`src/rtl/rtc_gate_pkg.sv`:
```
package rtc_gate_pkg;
  // Strobes from the control half to the prescaler datapath
  typedef struct packed {
    logic clrPhase;  // restart the second at this STOP
    logic advance;   // count one 32.768 kHz cycle
  } phaseCmd_t;
endpackage

```
`src/rtl/rtc_gate_ctrl.sv`:
```
module rtc_gate_ctrl
  import rtc_gate_pkg::*;
(
  input  logic      clk,
  input  logic      rstN,
  input  logic      wrEnable,
  input  logic      timeWrStb,
  input  logic      stopPulse,
  output logic      wrAccept,
  output logic      counting,
  output phaseCmd_t cmd
);
  logic pendingQ;
  logic countingQ;
  logic startNow;

  assign wrAccept = timeWrStb & wrEnable;
  assign startNow = stopPulse & (pendingQ | wrAccept);

  // Remember that the current transaction carried an accepted write
  always_ff @(posedge clk) begin
    if (!rstN)          pendingQ <= 1'b0;
    else if (stopPulse) pendingQ <= 1'b0;
    else if (wrAccept)  pendingQ <= 1'b1;
  end

  always_ff @(posedge clk) begin
    if (!rstN) countingQ <= 1'b0;
    else       countingQ <= countingQ | startNow;
  end

  assign counting     = countingQ;
  assign cmd.clrPhase = startNow;
  assign cmd.advance  = countingQ & ~startNow;

  AST_COUNT_STICKY: assert property (@(posedge clk) disable iff (!rstN)
    countingQ |=> countingQ);
  AST_START_ON_STOP: assert property (@(posedge clk) disable iff (!rstN)
    $rose(countingQ) |-> $past(stopPulse));
  AST_BARE_STOP_IDLE: assert property (@(posedge clk) disable iff (!rstN)
    (stopPulse && !pendingQ && !wrAccept && !countingQ) |=> !countingQ);
endmodule

```
`src/rtl/rtc_gate_prescale.sv`:
```
module rtc_gate_prescale
  import rtc_gate_pkg::*;
#(
  parameter int DIV_BITS = 15
) (
  input  logic      clk,
  input  logic      rstN,
  input  phaseCmd_t cmd,
  output logic      tick
);
  localparam logic [DIV_BITS-1:0] CNT_MAX = '1;

  logic [DIV_BITS-1:0] cnt;
  logic                tickQ;

  always_ff @(posedge clk) begin
    if (!rstN) begin
      cnt   <= '0;
      tickQ <= 1'b0;
    end else if (cmd.clrPhase) begin
      cnt   <= '0;
      tickQ <= 1'b0;
    end else if (cmd.advance) begin
      cnt   <= cnt + 1'b1;
      tickQ <= (cnt == CNT_MAX);
    end else begin
      tickQ <= 1'b0;
    end
  end

  assign tick = tickQ;

  AST_CLEAR_PHASE: assert property (@(posedge clk) disable iff (!rstN)
    cmd.clrPhase |=> (cnt == '0 && !tickQ));
  AST_TICK_AT_WRAP: assert property (@(posedge clk) disable iff (!rstN)
    tickQ |-> (cnt == '0 && $past(cnt) == CNT_MAX));
  AST_TICK_ONE_WIDE: assert property (@(posedge clk) disable iff (!rstN)
    tickQ |=> !tickQ);
endmodule

```
`src/rtl/rtc_second_gate.sv`:
```
module rtc_second_gate
  import rtc_gate_pkg::*;
#(
  parameter int DIV_BITS = 15
) (
  input  logic clk,
  input  logic rstN,
  input  logic wrEnable,
  input  logic timeWrStb,
  input  logic stopPulse,
  output logic wrAccept,
  output logic secTick,
  output logic counting
);
  phaseCmd_t cmd;

  rtc_gate_ctrl u_ctrl (
    .clk       (clk),
    .rstN      (rstN),
    .wrEnable  (wrEnable),
    .timeWrStb (timeWrStb),
    .stopPulse (stopPulse),
    .wrAccept  (wrAccept),
    .counting  (counting),
    .cmd       (cmd)
  );

  rtc_gate_prescale #(.DIV_BITS(DIV_BITS)) u_pre (
    .clk  (clk),
    .rstN (rstN),
    .cmd  (cmd),
    .tick (secTick)
  );

  AST_NO_TICK_IDLE: assert property (@(posedge clk) disable iff (!rstN)
    !counting |-> !secTick);
endmodule

```
`config.mk`:
```
export PLATFORM = sky130hd
export DESIGN_NAME = rtc_second_gate
export DESIGN_NICKNAME = d
export VERILOG_FILES = /design/src/rtl/rtc_gate_pkg.sv /design/src/rtl/rtc_gate_ctrl.sv /design/src/rtl/rtc_gate_prescale.sv /design/src/rtl/rtc_second_gate.sv
export SDC_FILE = /design/constraint.sdc
export NUM_CORES = 1
export LEC_CHECK = 0
export BUFFER_PORTS_ARGS = -buffer_cell sky130_fd_sc_hd__buf_2
export CORE_ASPECT_RATIO = 1.5
export CORE_MARGIN = 10
export CORE_UTILIZATION = 38
export CTS_CLUSTER_SIZE = 12
export DETAILED_ROUTE_END_ITERATION = 10
export HOLD_SLACK_MARGIN = 0.08
export SLEW_MARGIN = 10
export SYNTH_ARGS = -nofsm -noshare
export SYNTH_HDL_FRONTEND = slang
export SYNTH_SLANG_ARGS = --single-unit
export TNS_END_PERCENT = 1
```
`constraint.sdc`:
```
create_clock -name clk -period 1.75 [get_ports clk]
set_clock_uncertainty 0.15 [all_clocks]
set_input_delay 0 -clock clk [delete_from_list [all_inputs] [get_ports clk]]
set_output_delay 0 -clock clk [all_outputs]
set_load 0.02 [all_outputs]
```
==> summary.txt, run 1 <==
Yosys
  – Main flop type after synthesis: dfxtp_1
  – Mapped Area: 841 sq um
  – Post-synth EDFFs: 0
  – Top cell type's share of synthesized area: 0.429
  – Mapped Avg Cell Area: about 9.9 sq um
  – Synth area leaders: dfxtp_1, xnor2_1, nor2_1
  – Top-count cell post-synth: dfxtp_1
  – Syn nets: 91
  – #FFs+latches synth: 18
  – Largest area contributor in the netlist: dfxtp_1
  – Commonest cells post-synth: dfxtp_1, nor2_1, nand2_1, xnor2_1, a21oi_1
  – Syn Inst Count: 85
  – Post-synth ARST share: 0
  – Ys Warns: 0
  – Sequential fraction of the synthesis area: 0.429
  – Yosys cell types: 31

Global routing
  – First-pass GRT wire length: 2.40 mm
  – Vias in the first global route: 565
  – Initial antenna violation count: 0
  – Total gr overflow: 0
  – Total track usage: 0.0642
  – Largest net degree at the start of global routing: 11

STA
  – Setup tns final: 0 ns
  – Hold Slack: approximately 0.19 ns
  – Min cycle time layout: approximately 1.6 ns
  – Period utilization: 0.941
  – Final slew viol count: 0
  – RSZ-0062 raised after global routing: no
  – Setup-failing EPs final: 0
  – Worst slew margin: 0.728
  – Max Fclk: 607 MHz
  – Slew @ Worst Pin: a little over 0.4 ns
  – Final Hold Viols: 0

Run
  – Max Cap Violations: 0

Placed design
  – GP Congestion: just under 0.8
  – IO buf count: 7
  – DPL Wire Length: around 1.1 mm
  – Post-Place Cells: 116

Cells and area
  – Storage cell area: 363 sq um
  – Finished Layout Cells: about 120
  – FILL cells: ~220
  – Antenna Cells: 0
  – Multi-input gate area: roughly 480 sq um
  – Layout cells sized above 1: 0.257
  – Nets: between 100 and 150
  – Post-Route Utilization: 0.492
  – P&R area growth vs syn: 21.4%

Worst setup path
  – WS Path Type: register to register
  – Critical path endpoint category: register
  – Crit-path cells: a21o_1, a21oi_1, nor2b_1, dlygate4sd3_1
  – Crit-path slowest cell: dlygate4sd3_1
  – CP max stage delay: between 0.5 and 0.6 ns
  – Critical Path Fanout Max: 7
  – Worst reg2reg startpoint: u_ctrl.pendingQ
  – CP arrival: between 1.5 and 2 ns
  – Worst path required time: approximately 1.8 ns
  – Crit path launch: u_ctrl.pendingQ
  – CP Launch Type: register

Drt
  – Vias: between 600 and 700
  – DR iter-0 viols: 13
  – Total wire length: 1.51 mm
  – Routed vias/inst: about 5
  – Antenna-violating nets left: 0
  – DR WL/cell: 12.2 microns
  – Drt pass-1 iters: 4
  – DRC: 0

Floorplanning
  – Starting Density: 0.405
  – Die Footprint: around 4500 sq um
  – Placeable Area: between 2000 and 2500 sq um
  – I/O Pins: 8
  – Die Ht: roughly 78 microns
  – Row count: 20
  – Chip width: ~60 microns

Clock tree
  – TritonCTS clock tree: done
  – Clock buffer depth: 2
  – H-Tree Depth: 1
  – CTS root buffer: clkbuf_4
  – CTS Buf Count: 3
  – CTS Sinks: 18
  – Worst-path clk slew: between 0.1 and 0.15 ns
  – Clock latency at the later pin of the worst-skew pair: between 0.2 and 0.3 ns

Power
  – Ratio of total power to cell area: between 700 and 800 nW/um^2
  – Pwr Total: roughly 0.73 mW
  – Peak supply drop: between 0.4 and 0.5 mV
  – Leak Pwr: ~0.39 nW

Run status
  – Outcome: finished clean

Min path
  – Hold Path Origin: wrEnable
  – Hold Path Class: input port to primary output
critical path, delay by kind of cell, from the launching register on:
family,cells,cell delay (ns)
and+or+nand+nor,1,0.06
DFF,1,0.31
buffers and inverters,1,0.54
AOI/OAI and AO/OA,2,0.49
layer usage:
layer	vias to the layer above	GRT usage	wire length [microns]
li1	327	-	-
met1	285	0.0720	707
met2	9	0.101	693
met3	2	0.0228	86
met4	0	0.0354	19
met5	-	0	0
registers in the layout, indices dropped and copies added (netlist names):
name             flops
u_pre.cnt           15
u_ctrl.counting      1
u_ctrl.pendingQ      1
u_pre.tick           1
power breakdown:
group          switching [mW]  total (mW)  internal, mW
clock                   0.126       0.252         0.127
sequential            0.00400       0.418         0.414
combinational          0.0333      0.0610        0.0277
total                   0.163       0.732         0.568
layout by cell type (no fill, tap or decap):
master / Yosys / final
a2111oi_2: 2 / 1
a2111oi_4: 0 / 1
a211oi_4: 1 / 2
a21bo_1: 2 / 2
a21o_1: 2 / 2
a21oi_1: 5 / 5
a31o_1: 1 / 1
a31oi_1: 1 / 1
and2_1: 1 / 1
and3_1: 1 / 1
and3b_1: 1 / 1
and4_1: 2 / 2
buf_12: 0 / 1
buf_2: 1 / 7
buf_4: 0 / 3
clkbuf_4: 0 / 3
clkbuf_8: 0 / 1
dfxtp_1: 18 / 16
dfxtp_2: 0 / 2
dlygate4sd3_1: 0 / 3
ha_2: 0 / 1
inv_1: 3 / 3
mux2i_1: 1 / 1
nand2_1: 6 / 6
nand3_1: 4 / 4
nand3b_1: 2 / 2
nand4_1: 2 / 2
nand4_2: 1 / 1
nand4_4: 1 / 1
nor2_1: 10 / 10
nor2_2: 2 / 2
nor2b_1: 1 / 1
nor3_1: 1 / 1
o21ba_1: 1 / 1
xnor2_1: 6 / 6
xor2_1: 3 / 3
area by class of cell:
| class | instances | area share |
|---|---|---|
| multi-input cells | 62 | 0.466 |
| well taps | 22 | 0.0270 |
| inverters | 3 | 0.0110 |
| flip-flops and latches | 18 | 0.355 |
| repair buffers | 14 | 0.105 |
| clock buffers | 4 | 0.0355 |
cell families after synthesis:
logic type / count (synthesis) / share of synthesized area
and+or+nand+nor: 35 / 0.243
DFF: 18 / 0.429
AOI/OAI and AO/OA: 16 / 0.176
xor gates and xnor gates: 9 / 0.0938
buffers and inverters: 5 / 0.0327
muxes: 1 / 0.0119
adders and majority gates: 1 / 0.0149
stage by stage:
stage          worst slack [ns]  instance area [sq um]
3_3_place_gp             0.0889                    930
5_1_grt                  0.0166                   1020
4_1_cts                  0.0277                    996
2_1_floorplan             0.135                    841
6_report                  0.103                   1020
3_5_place_dp             0.0393                    930
path summary, 6_finish.rpt:
| kind | end | slack [ns] | cells past startpoint |
|---|---|---|---|
| worst min register to register | u_pre.tick | 0.34 | 2 |
| worst min-delay path | wrAccept | 0.19 | 3 |
| worst max-delay path | u_ctrl.counting | 0.10 | 4 |
| worst max register to register | u_ctrl.counting | 0.10 | 4 |
what timing repair did:
item / CTS / global route
endpoints found under the hold margin: 8 / 0
setup endpoints to repair: 0 / 5
gates resized for setup: 0 / 5
setup buffers: 0 / 0
hold buffers: 3 / 0
No activity file was read; power rests on OpenSTA's default activity.
==> run 2: changes to the inputs <==
- PLACE_DENSITY: default -> 0.65
==> run 2 against run 1 <==
Utilization shrank 1.7 points. Count of clock-buffer cells in the layout shrank 1. Power shrank 8.5%. Cell area shrank 3.4%. Critical endpoint is now u_pre.cnt[12].
==> summary.txt, run 2 (synthesis results as in run 1) <==
Clock tree
  – Clock latency at the later pin of the worst-skew pair: 0.28 ns (about the same)
  – H-Tree Depth: 1 (unchanged)
  – Total setup buffers inserted after CTS: 0 (unchanged)
  – TritonCTS clock tree: done
  – Clock buffer depth: 2 (unchanged)
  – Worst-path clk slew: 0.10 ns (about the same)
  – CTS root buffer: clkbuf_4
  – CTS Buf Count: 3 (unchanged)
  – CTS Sinks: 18 (unchanged)

Floorplanning
  – Starting Density: 0.405 (unchanged)
  – Chip width: 58.4 microns (unchanged)
  – Row count: 20 (unchanged)
  – Die Ht: 77.6 microns (unchanged)
  – I/O Pins: 8 (unchanged)
  – Die Footprint: 4530 sq um (unchanged)
  – Placeable Area: 2080 sq um (unchanged)

Worst setup path
  – CP max stage delay: 0.36 ns (-0.18 ns)
  – Crit path launch: u_pre.cnt[0]
  – CP Launch Type: register
  – Worst reg2reg startpoint: u_pre.cnt[0]
  – Crit-path slowest cell: dfxtp_1
  – Crit-path cells: ha_2, nand4_4, a211oi_4, a31oi_1, o21ba_1
  – Register-to-register setup slack: 0.13 ns (+0.02 ns)
  – CP arrival: 1.65 ns (-0.03 ns)
  – WS Path Type: register to register
  – Critical path endpoint category: register
  – Depth of the worst register-to-register path: 5 (+1)
  – R2r endpoint: u_pre.cnt[12]
  – Setup crit end: u_pre.cnt[12]
  – Worst path required time: 1.78 ns (about the same)
  – Critical Path Fanout Max: 7 (unchanged)

STA
  – Setup tns final: 0 ns (unchanged)
  – Period utilization: 0.928 (-0.0124)
  – Max Fclk: 615 MHz (+1.3%)
  – Final Hold Viols: 0 (unchanged)
  – Final slew viol count: 0 (unchanged)
  – Setup-failing EPs final: 0 (unchanged)
  – Worst slew margin: 0.734 (+0.00667)
  – Min cycle time layout: 1.62 ns (-0.0217 ns)
  – RSZ-0062 raised after global routing: no
  – Slew @ Worst Pin: 0.398 ns (-0.0107 ns)
  – Hold Slack: 0.160 ns (-0.0300 ns)

Cells and area
  – Commonest non-fill, non-tap cells in the layout: dfxtp_1, nor2_1, buf_2
  – Max reg flops: 15 (unchanged)
  – Layout cells sized above 1: 0.240 (-0.0174)
  – Antenna Cells: 0 (unchanged)
  – Most flop-heavy register: u_pre.cnt
  – P&R area growth vs syn: 17.3%
  – Nets: 108 (unchanged)
  – Commonest non-fill, non-tap cell in the layout: dfxtp_1

Drt
  – Routed vias/inst: 5.11 (+0.82%)
  – Vias: 623 (unchanged)
  – DR WL/cell: 12.3 microns (+0.42%)
  – Drt pass-1 iters: 3 (-1)
  – Total wire length: 1.50 mm (-0.40%)
  – DRC: 0 (unchanged)
  – DR iter-0 viols: 10 (-3)
  – Antenna-violating nets left: 0 (unchanged)

Min path
  – Hold Path Class: input port to register

Global routing
  – Initial antenna violation count: 0 (unchanged)
  – Largest net degree at the start of global routing: 10 (-1)
  – Total gr overflow: 0 (unchanged)
  – First-pass GRT wire length: 2.66 mm (+11%)
  – Total track usage: 0.0703 (+0.00603)
  – Vias in the first global route: 624 (+10%)

Run status
  – Outcome: finished clean

Run
  – Max Cap Violations: 0 (unchanged)

Placed design
  – GP Congestion: 0.747 (-3.7%)
  – DPL Wire Length: 1.17 mm (+4.7%)
  – IO buf count: 7 (unchanged)

Power
  – Peak supply drop: 0.211 mV (-57%)
  – Leak Pwr: 0.378 nW (-2.3%)
  – Ratio of total power to cell area: 679 nW/um^2 (-5.2%)
  – Pwr Total: 0.670 mW (-8.5%)
[run 2: cell count changes in the layout (fill, tap and decap cells not counted), sizes merged]
cell / before / now
clkbuf: 4 / 3
[run 2: per-stage QoR]
| stage | setup slack [ns] | util | std cells | instance area [sq um] |
|---|---|---|---|---|
| after global routing | 0.0109 | 0.475 | 122 | 986 |
| after global placement | 0.115 | 0.448 | 116 | 930 |
| final | 0.125 | 0.475 | 122 | 986 |
| after CTS | 0.0378 | 0.473 | 122 | 982 |
| after floorplan | 0.135 | - | 85 | 841 |
| after detailed placement | 0.0485 | 0.448 | 116 | 930 |
[run 2: how the worst min path moves through the flow]
stage | startpoint | end | slack (ns) | depth (start not counted)
after CTS | wrEnable | u_ctrl.pendingQ | 0.16 | 3
after floorplan | rstN | u_ctrl.counting | -0.02 | 1
final | wrEnable | u_ctrl.pendingQ | 0.16 | 3
after global routing | wrEnable | u_ctrl.pendingQ | 0.20 | 3
after global placement | rstN | u_ctrl.counting | 0.10 | 2
after detailed placement | rstN | u_ctrl.counting | 0.10 | 2
[run 2: per-layer routing]
| layer | wire, microns | global-route usage |
|---|---|---|
| met2 | 753 | 0.118 |
| met5 | 0 | 0 |
| met1 | 648 | 0.0747 |
| met4 | 11 | 0.0283 |
| met3 | 86 | 0.0277 |
[run 2: power breakdown]
group          leakage [nW]  switching, mW  total [mW]  internal [mW]
Clock                0.0138          0.114       0.194         0.0797
Sequential            0.146        0.00476       0.418          0.414
Combinational         0.218         0.0298      0.0575         0.0277
Total                 0.378          0.149       0.670          0.521
[run 2: cell type report]
cell class / count / area [sq um]
clock buffer: 3 / 22.5
fill: 202 / 1090
inverter: 3 / 11.3
multi-input combinational: 62 / 455
sequential: 18 / 362
tap: 22 / 27.5
timing repair buffer: 14 / 108
[run 2: worst max-delay path: cells and delay by family, from the launching register on]
kind,cells,cell delay (ns)
fa+ha+maj,1,0.21
compound gates,3,0.65
simple gates,1,0.14
flops,1,0.36
[run 2: what timing repair did]
item,CTS,global route
hold buffers,3,0
endpoints found under the hold margin,9,0
setup endpoints to repair,0,5
resized for setup,0,2
